==> src/rtl/capture_queue_channel.sv <==
module capture_queue_channel #(
  parameter int CW = 16
) (
  input  logic          clk,
  input  logic          rst_n,
  input  logic [CW-1:0] timer_count,
  input  logic          capture_evt,
  input  logic          buf_en,
  input  logic          latch_sel,
  input  logic          flag_on_hold,
  input  logic          latch_stb,
  input  logic          flag_clr,
  output logic [CW-1:0] cap_value,
  output logic [CW-1:0] hold_value,
  output logic          cap_flag
);

  logic cap_full;
  logic queue_mode, latch_mode, hold_load, flag_set;

  assign queue_mode = buf_en & ~latch_sel;
  assign latch_mode = buf_en & latch_sel;
  assign hold_load  = (queue_mode & capture_evt & cap_full) | (latch_mode & latch_stb);
  assign flag_set   = (flag_on_hold & queue_mode) ? (capture_evt & cap_full) : capture_evt;

  always_ff @(posedge clk or negedge rst_n) begin
    if (!rst_n) begin
      cap_value  <= '0;
      hold_value <= '0;
      cap_flag   <= 1'b0;
      cap_full   <= 1'b0;
    end else begin
      if (hold_load)
        hold_value <= cap_value;
      if (capture_evt) begin
        cap_value <= timer_count;
        cap_full  <= 1'b1;
      end
      if (flag_set)
        cap_flag <= 1'b1;
      else if (flag_clr)
        cap_flag <= 1'b0;
    end
  end

endmodule


==> config.mk <==
export PLATFORM = sky130hd
export DESIGN_NAME = capture_queue_channel
export DESIGN_NICKNAME = d
export VERILOG_FILES = /design/src/rtl/capture_queue_channel.sv
export SDC_FILE = /design/constraint.sdc
export NUM_CORES = 1
export LEC_CHECK = 0
export BUFFER_PORTS_ARGS = -buffer_cell sky130_fd_sc_hd__buf_2
export CAP_MARGIN = 5
export CORE_ASPECT_RATIO = 0.5
export CORE_MARGIN = 4
export CORE_UTILIZATION = 42
export CTS_BUF_LIST = sky130_fd_sc_hd__clkbuf_16
export DETAILED_ROUTE_END_ITERATION = 7
export GPL_TIMING_DRIVEN = 0
export PLACE_DENSITY = 0.82
export SLEW_MARGIN = 20
export SYNTH_ARGS = -nofsm -noshare
export SYNTH_HDL_FRONTEND = slang
export SYNTH_SLANG_ARGS = --single-unit
==> constraint.sdc <==
create_clock -name clk -period 1.25 [get_ports clk]
set_input_delay 0.25 -clock clk [delete_from_list [all_inputs] [get_ports clk]]
set_output_delay 0.25 -clock clk [all_outputs]
set_load 0.02 [all_outputs]
Yosys cells after proc, flatten, opt, wreduce, memory -nomap -nowiden
Cells that the tools add are included.
W data, S select, Z words.
{"block": "classes", "muxes": 3, "n_bitwise": 9, "n_reduce_logical": 1}
{"operator": "$and A1 B1 Y1", "n": 7}
{"operator": "$mux W1", "n": 3}
{"operator": "$reduce_bool A2 Y1", "n": 1}
{"operator": "$not A1 Y1", "n": 1}
{"operator": "$or A1 B1 Y1", "n": 1}
{"block": "totals", "wordCells": 17, "inputBits": 24, "regBits": 34, "output_inout_bits": 33}

Longest topological paths before layout
{"block": "logic_depth", "ltp_word": 5, "ltp_mapped": 5, "depth_no_buf": 3}

Worst setup path before layout
Ideal clock, no wire load.
{"block": "synth_timing", "kind": "input to register", "startpoint": "input capture_evt", "endpoint": "register hold_value[10]", "setup_time_ps": 125, "stages": 5, "path_slack_ps": -16, "required_time_ps": 1125, "arrival_time_ps": 1141, "cell_sequence": "buf_6 > nand2_4 > o21ai_4 > buf_12 > mux2_4"}
{"block": "synth_between", "elab_chain_len": 3}
{"element": "from (decl)", "line_no": "7", "text": "input logic capture_evt,"}
{"element": "$and A1 B1 Y1 (2 in series)", "line_no": "23", "text": "assign hold_load = (queue_mode & capture_evt & cap_full) | (latch_mode & latch_stb);"}
{"element": "$or A1 B1 Y1", "line_no": "23"}
{"element": "to (signal assigned)", "line_no": "34", "text": "hold_value <= cap_value;"}
{"element": "to (decl)", "line_no": "14", "text": "output logic [CW-1:0] hold_value,"}
No other way between the ends.
A chain may end at the register's enable or synchronous reset.

Worst setup path after layout
{"block": "layout_timing", "startpoint": "register cap_full", "endpoint": "register hold_value[8]"}
{"block": "layout_between", "elab_chain_len": 2}
{"element": "from (decl)", "line_no": "18", "text": "logic cap_full;"}
{"element": "from (signal assigned)", "line_no": "31", "text": "cap_full <= 1'b0;"}
{"element": "from (signal assigned)", "line_no": "37", "text": "cap_full <= 1'b1;"}
{"element": "$and A1 B1 Y1", "line_no": "23"}
{"element": "$or A1 B1 Y1", "line_no": "23"}
No other way between the ends.

==> out/qor.txt <==
Count leader, synth: dfrtp_1
Setup Skew: 0.001285 ns
Vias in the first global route: 916
Post-synthesis xor/xnor area fraction: 0%
Ys flop type: dfrtp_1
WL met3: 123 microns
Met2 routed WL: 1587 microns
Initial DRC count: 28
Max Cap Violations: 0
Sequential fraction of the synthesis area: 63.02%
Layout fillers: 228
Core area: 0.003048 sq mm
Top Ports: 57
Status: finished with violations
Achievable Freq: 789.2 MHz
Sequential share of power: 39.4%
Synthesized net count: 102
Int Power: 2.581 mW
Comb power frac: 22.5%
Final hold violation count: 0
Drt drc: 0
Compound-Gate Fraction of Synth Area: 1.946%
Multiplexer share of the synthesized area: 29.47%
CTS Sinks: 34
Simple-Gate Fraction of Synth Area: 2.595%
RSZ-0062 raised after global routing: yes
CTS Root Cell: clkbuf_16
CP Launch Type: flip-flop
Post-layout util: 61.66%
Synthesized area per cell: 17.31 sq um
Clock Pin Slew Worst Setup and Hold Paths: 0.05 ns
Gr usage total: 13.42%
Bufs on Longest Clock Path: 2
Slew margin rel.: 50.94%
Via density: 4.634
Largest cells by area after synthesis: dfrtp_1 (63%), mux2_2 (18%), mux2_4 (11%)
Worst setup path class: flip-flop to flip-flop
Max Used Layer: met4
Final period utilization: 101.4%
Yosys top cell area share: 63.02%
Final worst slack: -0.01705 ns
First-pass GRT wire length: 4215 microns
Layout area overhead: 39.20%
Cell taking the most area after synthesis: dfrtp_1
Register bit total from synthesis: 34
Reg area: 850.8 sq um
Post-synthesis cell count: 78
Die span in y: 48.09 microns
TritonCTS clock tree: yes
Minimum clock period: 1.267 ns
DRT met1 WL: 1090 microns
Die area: 0.004241 sq mm
Crit path largest cell delay: 0.39 ns
Final ANT Viol Nets: 0
Synth top cells by count: dfrtp_1 (34), mux2_2 (22), mux2_4 (10), nand2b_1 (2), o21ai_0 (2)
Clk pwr share: 38.0%
Yosys warns: 0
Worst-margin pin slew: 0.7359 ns
TritonRoute pass-1 iters: 4
Fin Setup TNS: -0.1009 ns
Switching Power: 935.1 uW
Share of cells above drive strength 1: 71.33%
Avg WL per Cell: 15.41 microns
Worst IR drop on VDD: 0.0009701 V
Post-synth EDFFs: 0
Initial antenna violation count: 0
Hold Path Class: input port to async pin
Switch share: 26.60%
TritonCTS Buffers: 5
Synth unique cells: 13
Crit path cell chain: nand2_4 -> o21ai_4 -> buf_12 -> mux2_4
Via Count: 848
Max Fanout on Critical Path: 10
# H-tree levels: 2
Max Transition Viols Final: 0
GPL Wtd Cong: 0.6932
Pleak: 0.9329 nW
Ys async rst share: 100.0%
PD cells: 1871 mW/mm^2
Die width: 88.18 microns
Clk_lat worst skew: 0.27 ns
Post-Syn Area: 0.001350 sq mm
Dpl hpwl: 2003 microns
Global route overflow: 0
Final setup fails: 11
Multi-input combinational cell area: 481.7 sq um
Critical path arrival: 1.42 ns
Post-Route WL: 2820 microns
Crit. End Element: flip-flop
Largest net degree at the start of global routing: 35
Largest family of logic cells by synthesized area: multiplexers
Starting Density: 44.29%
# port buffers: 55
Synth Area in Adders: 0%
Rows: 14
Fin nets: 166
CP Data Required Time: 1.40 ns
Failing checks: setup timing
# diodes: 0
Critical path's slowest cell: dfrtp_1
Setup WS pre-CTS: -0.1983 ns
## state kept, by name, summed over array words and instances (netlist names)
register / count
cap_full: 1
cap_flag: 1
cap_value: 16
hold_value: 16
## kinds of logic after synthesis
family / Yosys count
buffers and inverters: 4
AOI/OAI and AO/OA: 3
DFF: 34
and+or+nand+nor: 5
muxes: 32
## layer usage
metal | track usage (%) | vias to the layer above
met2 | 27.79 | 17
met1 | 13.66 | 429
met4 | 3.614 | 0
li1 | - | 400
met5 | 0 | -
met3 | 4.216 | 2
## placed cells by master (no fill, tap or decap), drive strengths merged
cell type and count:
buf 60, dfrtp 34, mux2 32, clkbuf 5, inv 3, o21ai 3, nand2b 2, nand2 1
nand3 1, or2 1, bufinv 1
## per-stage QoR
stage	cells	power, mW	cell area [sq um]	hold slack (ns)
2_1_floorplan	78	1.879	1358	-0.04559
3_3_place_gp	173	2.145	1683	0.3456
3_5_place_dp	173	2.176	1683	0.3461
4_1_cts	183	3.520	1861	0.06006
5_1_grt	183	3.660	1879	0.1011
6_report	183	3.516	1879	0.04365
## power by group through the flow
stage	combinational (mW)	clock (mW)	sequential, mW
after floorplan	0.262	0	1.62
after global placement	0.757	0	1.39
after detailed placement	0.774	0	1.40
after CTS	0.783	1.35	1.39
after global routing	0.844	1.41	1.41
final	0.792	1.34	1.39
## what timing repair did
item,in CTS,in global routing
hold buffers,0,0
gates resized for setup,0,5
gates cloned,0,0
pin swaps,1,0
setup buffers,2,0
endpoints found under the hold margin,0,0
setup endpoints to repair,10,16
## critical path: cells and delay by family, from the launching register on
kind / cells / cell delay, ns
AOI/OAI and AO/OA: 1 / 0.21
and+or+nand+nor: 1 / 0.06
buffers and inverters: 1 / 0.18
muxes: 1 / 0.31
DFF: 1 / 0.39
## cell type report
cell class / count / share of cell area, %
flip-flops and latches: 34 / 45.27
plain buffers: 3 / 1.931
clock buffers: 5 / 6.658
well taps: 40 / 2.663
clock inverters: 3 / 1.997
inverters: 1 / 0.1997
multi-input cells: 40 / 25.63
repair buffers: 57 / 15.65
## worst paths after layout
path / startpoint / end / slack (ns) / cells after the start
worst max-delay path: cap_full / hold_value[8] / -0.02 / 4
worst min-delay path: rst_n / cap_value[10] / 0.04 / 1
worst max register to register: cap_full / hold_value[8] / -0.02 / 4
worst min register to register: hold_value[7] / hold_value[7] / 0.50 / 1
max in group asynchronous: rst_n / cap_value[1] / 0.74 / 1
min in group clk: flag_clr / cap_flag / 0.21 / 2
No activity file was read; power rests on OpenSTA's default activity.
